File: src/rtl/bpm_pkg.sv
package bpm_pkg;
  typedef struct packed {
    logic hi;
    logic lo;
  } leg_pair_t;
endpackage

File: src/rtl/bpm_period_ctr.sv
module bpm_period_ctr #(
  parameter int PERIOD_W = 10
) (
  input  logic                clk,
  input  logic                rst_n,
  output logic [PERIOD_W-1:0] cnt,
  output logic                boundary,
  output logic                soc,
  output logic                armed
);
  localparam logic [PERIOD_W-1:0] CNT_MAX = '1;

  logic [PERIOD_W-1:0] cnt_q, cnt_d;
  logic                soc_q, soc_d;
  logic                armed_q, armed_d;

  always_comb begin
    boundary = (cnt_q == CNT_MAX);
    cnt_d    = boundary ? '0 : cnt_q + 1'b1;
    soc_d    = boundary;
    armed_d  = armed_q | boundary;
  end

  always_ff @(posedge clk or negedge rst_n) begin
    if (!rst_n) begin
      cnt_q   <= '0;
      soc_q   <= 1'b0;
      armed_q <= 1'b0;
    end else begin
      cnt_q   <= cnt_d;
      soc_q   <= soc_d;
      armed_q <= armed_d;
    end
  end

  assign cnt   = cnt_q;
  assign soc   = soc_q;
  assign armed = armed_q;
endmodule

File: src/rtl/bpm_cmp_buf.sv
module bpm_cmp_buf #(
  parameter int PERIOD_W = 10
) (
  input  logic                clk,
  input  logic                rst_n,
  input  logic [PERIOD_W-1:0] wr_val,
  input  logic                wr_en,
  input  logic                boundary,
  output logic [PERIOD_W-1:0] active
);
  localparam logic [PERIOD_W-1:0] MID = PERIOD_W'(1) << (PERIOD_W - 1);

  logic [PERIOD_W-1:0] shadow_q, shadow_d;
  logic [PERIOD_W-1:0] active_q, active_d;

  always_comb begin
    shadow_d = wr_en ? wr_val : shadow_q;
    active_d = boundary ? shadow_d : active_q;
  end

  always_ff @(posedge clk or negedge rst_n) begin
    if (!rst_n) begin
      shadow_q <= MID;
      active_q <= MID;
    end else begin
      shadow_q <= shadow_d;
      active_q <= active_d;
    end
  end

  assign active = active_q;
endmodule

File: src/rtl/bpm_deadband.sv
module bpm_deadband
  import bpm_pkg::*;
#(
  parameter int DT_W = 4
) (
  input  logic            clk,
  input  logic            rst_n,
  input  logic            en,
  input  logic            demand,
  input  logic [DT_W-1:0] dt,
  output leg_pair_t       legs
);
  localparam logic [DT_W-1:0] AGE_MAX = '1;

  logic            prev_q, prev_d;
  logic [DT_W-1:0] age_q, age_d;
  logic            settled;

  always_comb begin
    if (demand == prev_q)
      age_d = (age_q == AGE_MAX) ? AGE_MAX : age_q + 1'b1;
    else
      age_d = '0;
    prev_d   = demand;
    settled  = (age_d >= dt);
    legs.hi  = en &  demand & settled;
    legs.lo  = en & ~demand & settled;
  end

  always_ff @(posedge clk or negedge rst_n) begin
    if (!rst_n) begin
      prev_q <= 1'b0;
      age_q  <= '0;
    end else begin
      prev_q <= prev_d;
      age_q  <= age_d;
    end
  end
endmodule

File: src/rtl/bridge_pwm_mod.sv
module bridge_pwm_mod
  import bpm_pkg::*;
#(
  parameter int PERIOD_W = 10,
  parameter int SAMPLE_W = 12,
  parameter int DT_W     = 4
) (
  input  logic                clk_i,
  input  logic                rst_ni,
  input  logic [SAMPLE_W-1:0] sample_i,
  input  logic                sample_valid_i,
  input  logic [DT_W-1:0]     dead_cycles_i,
  output logic                soc_o,
  output logic                a_hi_o,
  output logic                a_lo_o,
  output logic                b_hi_o,
  output logic                b_lo_o
);
  localparam int SHIFT = SAMPLE_W - PERIOD_W;

  logic [PERIOD_W-1:0] cnt_w;
  logic [PERIOD_W-1:0] active_w;
  logic [PERIOD_W-1:0] scaled_w;
  logic                boundary_w;
  logic                armed_w;
  logic                pwm_w;
  leg_pair_t           bridge_w [2];

  generate
    if (SHIFT > 0) begin : g_trunc
      logic unused_lsbs;
      assign unused_lsbs = ^sample_i[SHIFT-1:0];
      assign scaled_w    = sample_i[SAMPLE_W-1:SHIFT];
    end else begin : g_pass
      assign scaled_w = PERIOD_W'(sample_i);
    end
  endgenerate

  bpm_period_ctr #(.PERIOD_W(PERIOD_W)) ctr_i (
    .clk      (clk_i),
    .rst_n    (rst_ni),
    .cnt      (cnt_w),
    .boundary (boundary_w),
    .soc      (soc_o),
    .armed    (armed_w)
  );

  bpm_cmp_buf #(.PERIOD_W(PERIOD_W)) cmp_i (
    .clk      (clk_i),
    .rst_n    (rst_ni),
    .wr_val   (scaled_w),
    .wr_en    (sample_valid_i),
    .boundary (boundary_w),
    .active   (active_w)
  );

  assign pwm_w = (cnt_w < active_w);

  generate
    for (genvar g = 0; g < 2; g++) begin : g_bridge
      bpm_deadband #(.DT_W(DT_W)) db_i (
        .clk    (clk_i),
        .rst_n  (rst_ni),
        .en     (armed_w),
        .demand ((g == 0) ? pwm_w : ~pwm_w),
        .dt     (dead_cycles_i),
        .legs   (bridge_w[g])
      );
    end
  endgenerate

  assign a_hi_o = bridge_w[0].hi;
  assign a_lo_o = bridge_w[0].lo;
  assign b_hi_o = bridge_w[1].hi;
  assign b_lo_o = bridge_w[1].lo;
endmodule

File: config.mk
export PLATFORM = sky130hd
export DESIGN_NAME = bridge_pwm_mod
export DESIGN_NICKNAME = d
export VERILOG_FILES = /design/src/rtl/bpm_pkg.sv /design/src/rtl/bpm_period_ctr.sv /design/src/rtl/bpm_cmp_buf.sv /design/src/rtl/bpm_deadband.sv /design/src/rtl/bridge_pwm_mod.sv
export SDC_FILE = /design/constraint.sdc
export NUM_CORES = 1
export LEC_CHECK = 0
export BUFFER_PORTS_ARGS = -buffer_cell sky130_fd_sc_hd__buf_4
export CORE_MARGIN = 4
export CORE_UTILIZATION = 45
export DETAILED_ROUTE_END_ITERATION = 8
export PLACE_DENSITY = 0.64
export SLEW_MARGIN = 25
export SYNTH_ARGS = -nofsm -noshare
export SYNTH_HDL_FRONTEND = slang
export SYNTH_HIERARCHICAL = 1
export SYNTH_SLANG_ARGS = --single-unit
File: constraint.sdc
create_clock -name clk_i -period 4.11 [get_ports clk_i]
set_clock_uncertainty 0.05 [all_clocks]
set_input_delay 1.233 -clock clk_i [delete_from_list [all_inputs] [get_ports clk_i]]
set_output_delay 1.233 -clock clk_i [all_outputs]
set_load 0.05 [all_outputs]
# Word level (Yosys, flattened, before mapping)
# Cells that the tools add are included.
# W data, S select, Z words.
# word_totals
input_bits,19
word_cells,34
regBits,42
output_inout_bits,5
# classes
muxes,6
eq_ne,5
add_sub_neg,3
magnitude_cmp,3
n_bitwise,8
# op_table
operator,count
$mux W10,2
$mux W4,4
$add A10 B1 Y10 const B,1
$eq A10 B10 Y1 const B,1
$lt A10 B10 Y1,1
$add A4 B1 Y4 const B,2
$eq A4 B4 Y1 const B,2
$ge A4 B4 Y1,2
$and A1 B1 Y1,6
$eq A1 B1 Y1,2
$not A1 Y1,1
$or A1 B1 Y1,1

# Logic depth before layout (Yosys ltp)
# logic_depth
ltp_word,6
mapped_depth,12
mapped_depth_nobuf,12

# Hierarchy
# Netlist, hierarchy kept.
# by_module_without_submodules
module,cells_each,area_per_inst_um2,seq_area_each_um2,n_inst
bpm_cmp_buf,42,819.5,503.0,1
bpm_deadband,33,339.1,125.1,2
bpm_period_ctr,45,529.3,300.3,1
bridge_pwm_mod,33,251.5,0.0,1

# Worst setup path before layout
# OpenSTA, ideal clock, no wires.
# synth_path
kind,register -> output
from,"register cmp_i.active_q[9], in the netlist cmp_i/active[9]"
to,output a_hi_o
required_time_ps,2827
arrival_ps,3528
stages_incl_launch_ff,13
n_path_buf,0
slack_ps,-701
path_cell_list,dfstp_2 -> inv_1 -> ha_1 -> and4_4 -> nand2_1 -> a21oi_2 -> a211oi_1 -> xor2_1 -> nor3_1 -> ha_1 -> o21a_1 -> o21ai_1 -> nor3b_1
# synth_between
elab_chain_cells,5
word_cells_on_any_way,6
classes_between,order compare: 2; eq/ne: 1; mux: 1; bitwise: 2
# synth_rtl
element,line,text
"start, declared",bpm_cmp_buf.sv:14,"logic [PERIOD_W-1:0] active_q, active_d;"
"start signal, assigned",bpm_cmp_buf.sv:27,active_q <= active_d;
$lt A10 B10 Y1,bridge_pwm_mod.sv:57,assign pwm_w = (cnt_w < active_w);
net pwm_w,bridge_pwm_mod.sv:26,logic pwm_w;
$eq A1 B1 Y1,bpm_deadband.sv:20,if (demand == prev_q)
$mux W4,bpm_deadband.sv:20,
net g_bridge[0].db_i.age_d[2],bpm_deadband.sv:16,"logic [DT_W-1:0] age_q, age_d;"
$ge A4 B4 Y1,bpm_deadband.sv:25,settled = (age_d >= dt);
$and A1 B1 Y1,bpm_deadband.sv:26,legs.hi = en & demand & settled;
"end, declared",bridge_pwm_mod.sv:14,"output logic a_hi_o,"
# The timed path passes the listed nets, and every way through them passes these cells.

# Final worst setup path
# layout_path
from,"register cmp_i.active_q[9], in the netlist cmp_i/active[9]"
to,output b_hi_o
# layout_between
elab_chain_cells,6
word_cells_on_any_way,7
classes_between,order compare: 2; eq/ne: 1; mux: 1; bitwise: 3
# layout_rtl
element,line,text
$lt A10 B10 Y1 (*),bridge_pwm_mod.sv:57,
$not A1 Y1 (*),bridge_pwm_mod.sv:65,".demand ((g == 0) ? pwm_w : ~pwm_w),"
$eq A1 B1 Y1,bpm_deadband.sv:20,
$mux W4,bpm_deadband.sv:20,
$ge A4 B4 Y1,bpm_deadband.sv:25,
$and A1 B1 Y1 (*),bpm_deadband.sv:26,
"end, declared",bridge_pwm_mod.sv:16,"output logic b_hi_o,"
# Every way passes the cells marked *; elsewhere a longest branch is shown, timed or not.

==> out/qor.csv <==
metric,value,unit
yosysSeqAreaShare,46.24,%
cp_slowest_cell,dfstp_2,
critPathKind,reg2out,
grt_start_max_net_pins,43,
synth_nets,225,
crit_path_max_incr_delay,0.54,ns
synth_top_family_by_area,multiplexers,
synth_cell_types,36,
finalNetCount,275,
antenna_left,0,
setup_ws,-0.3497,ns
ys_ff_latch,42,
start_kind,flop,
cellLeakagePower,1.389,nW
yosys.area_share.simple,13.18,%
htree_levels,2,
synthArstFlopShare,100.0,%
core_region_area,4817,um2
violations,setup timing,
holdPathEnd,cmp_i/shadow_q[0],
drt-total-wl,4358,um
syn_inst,186,
cts_root_buf,clkbuf_8,
worstSetupEndpointType,output pin,
irDropWorstVdd,0.0001801,V
diodes,0,
io_buffers,21,
area_growth,33.66,%
cts-buffers-inserted,5,
viasPerCell,5.033,
antenna_found_initial,0,
yosys_most_used_dff,dfrtp_1,
clk_pin_slew,0.08,ns
final_util,63.22,%
relSlewSlack,63.23,%
clock_sinks,42,
drt_iter0_drc,36,
final_cell_mix,"dfrtp_1, buf_4, mux2_4",
cp_cell_sequence,inv_2 -> ha_4 -> a21oi_2 -> o21ai_2 -> a211o_4 -> xor2_4 -> a21o_1 -> ha_1 -> nand2b_4 -> a2111oi_4 -> nor3b_4 -> buf_6,
grt_pass1_vias,1671,
overflow,0,
postSynthAreaPerCell,12.25,um2
worstSkewPairLatency,0.30,ns
die_area,6266,um2
r2r_setup_slack,1.92,ns
min_path_type,reg2reg,
hp-start,cmp_i/shadow_q[0],
io_pins,24,
start_util,47.30,%
row_count,25,
first_pass_iters,4,
min_period,4.460,ns
worstReg2RegStart,ctr_i/cnt[0],
vias,1530,
yosysWarningCount,6,
clk_path_buf_depth,2,
cts_tree,built,
path_max_fanout,3,
synth_compound_area_share,9.720,%
dieHeight,79.16,um
synth-edff-count,0,
die_w,79.16,um
avgRoutedWirePerCell,14.34,um
synth-adder-area-share,10.98,%
arrival,3.18,ns
synth_mux_area_share,13.18,%
maxCapViolations,0,
gp_congestion,0.8419,
r2r_cells,6,
required,2.83,ns
drc,0,
min_delay_path_depth,1,
status,"finished, violations left",
drive_above_1_share,47.26,%
fin_tns_setup,-1.289,ns
grt_usage,15.35,%
max_freq,224.2,MHz
r2r_end,cmp_i/active[4],
worst_pin_slew,0.5475,ns
fin_crit_sh,108.5,%
grt_pass1_wl,7521,um
rsz0062_at_grt,true,
setup_viol,4,
powerDensity,266.6,nW/um2
finalHoldViolCount,0,
netlist_area,2278,um2
synthXorXnorAreaFrac,2.691,%
slew_viol_final,0,
dp_hpwl,3266,um
synth_stat cells, drive strengths merged, types with 3 or more instances:
cell type,number,area share [%]
a21oi,7,1.9
a31oi,3,0.82
dfrtp,40,44
ha,20,11
inv,20,3.3
mux2,20,13
nand2,6,0.99
nand2b,5,2.4
nand3,10,2.7
nor2,9,1.5
nor3,8,1.8
nor3b,4,1.3
o21ai,4,0.88
xor2,6,2.3
worst max-delay path by stage:
| stage | startpoint | endpoint | slack (ns) | cells after the start |
|---|---|---|---|---|
| final | cmp_i/active[9] | b_hi_o | -0.35 | 12 |
| after global routing | cmp_i/active[9] | b_hi_o | -0.46 | 13 |
| after CTS | cmp_i/active[9] | b_hi_o | -0.41 | 13 |
| after detailed placement | cmp_i/active[9] | b_hi_o | -0.15 | 13 |
| after global placement | cmp_i/active[9] | b_hi_o | -0.08 | 13 |
| after floorplan | cmp_i/active[9] | b_hi_o | 0.07 | 12 |
worst max-delay path, delay by kind of cell, from the launching register on:
kind	cells	cell delay [ns]
flops	1	0.54
xor+xnor	1	0.20
simple gates	2	0.23
fa+ha+maj	2	0.50
buf+inv	2	0.20
compound gates	5	1.20
repair_timing:
action                     CTS  global route
pin swaps                    7             3
setup endpoints to repair    4             4
gates resized for setup     16             6
buffers inserted             4             2
hold buffers                 0             0
where the power goes:
part | internal [W] | leakage, nW | total (W) | switching, W
logic | 0.0000333 | 0.841 | 0.0000601 | 0.0000268
registers | 0.000423 | 0.498 | 0.000427 | 0.00000322
clock network | 0.000181 | 0.0504 | 0.000325 | 0.000145
metrics by stage:
step | instance area, um2 | instances | total power (W) | setup slack, ns | hold WS (ns)
CTS | 2997 | 302 | 0.0008253 | -0.4084 | 0.4552
global route | 3045 | 304 | 0.0008493 | -0.4641 | 0.4684
detailed placement | 2776 | 290 | 0.0004942 | -0.1510 | 0.4284
floorplan | 2416 | 186 | 0.0004677 | 0.07072 | 0.4179
global placement | 2776 | 290 | 0.0004903 | -0.08497 | 0.4307
finish | 3045 | 304 | 0.0008119 | -0.3497 | 0.4507
registers in the layout, summed over array words and instances (netlist names):
register / cells
g_bridge.db_i/age_q: 8
ctr_i/soc: 1
ctr_i/armed: 1
cmp_i/shadow_q: 10
ctr_i/cnt: 10
g_bridge.db_i/prev_q: 2
cmp_i/active: 10
logic make-up (layout without fill, tap and decap cells):
family | count (synthesis) | count (layout)
buffers and inverters | 22 | 73
XOR/XNOR | 7 | 7
adder cells (fa/ha/maj) | 20 | 20
AO/OA/AOI/OAI | 27 | 27
AND/OR/NAND/NOR | 48 | 48
multiplexers | 20 | 20
flip-flops | 42 | 42
layer usage:
metal	track usage (%)	share of wire, %
met5	0	0
met3	3.968	4.0
met4	4.639	1.4
met1	18.40	44
met2	26.94	51
final cells by class:
class                           instances  area (um2)
Timing Repair Buffer                   45       356.6
Tap cell                               67       83.83
Sequential cell                        42        1054
Clock buffer                            5       68.82
Multi-Input combinational cell        122        1363
Clock inverter                          3       45.04
Fill cell                             379        1772
Inverter                               20       75.07
Power figures use the tool's default switching activity.
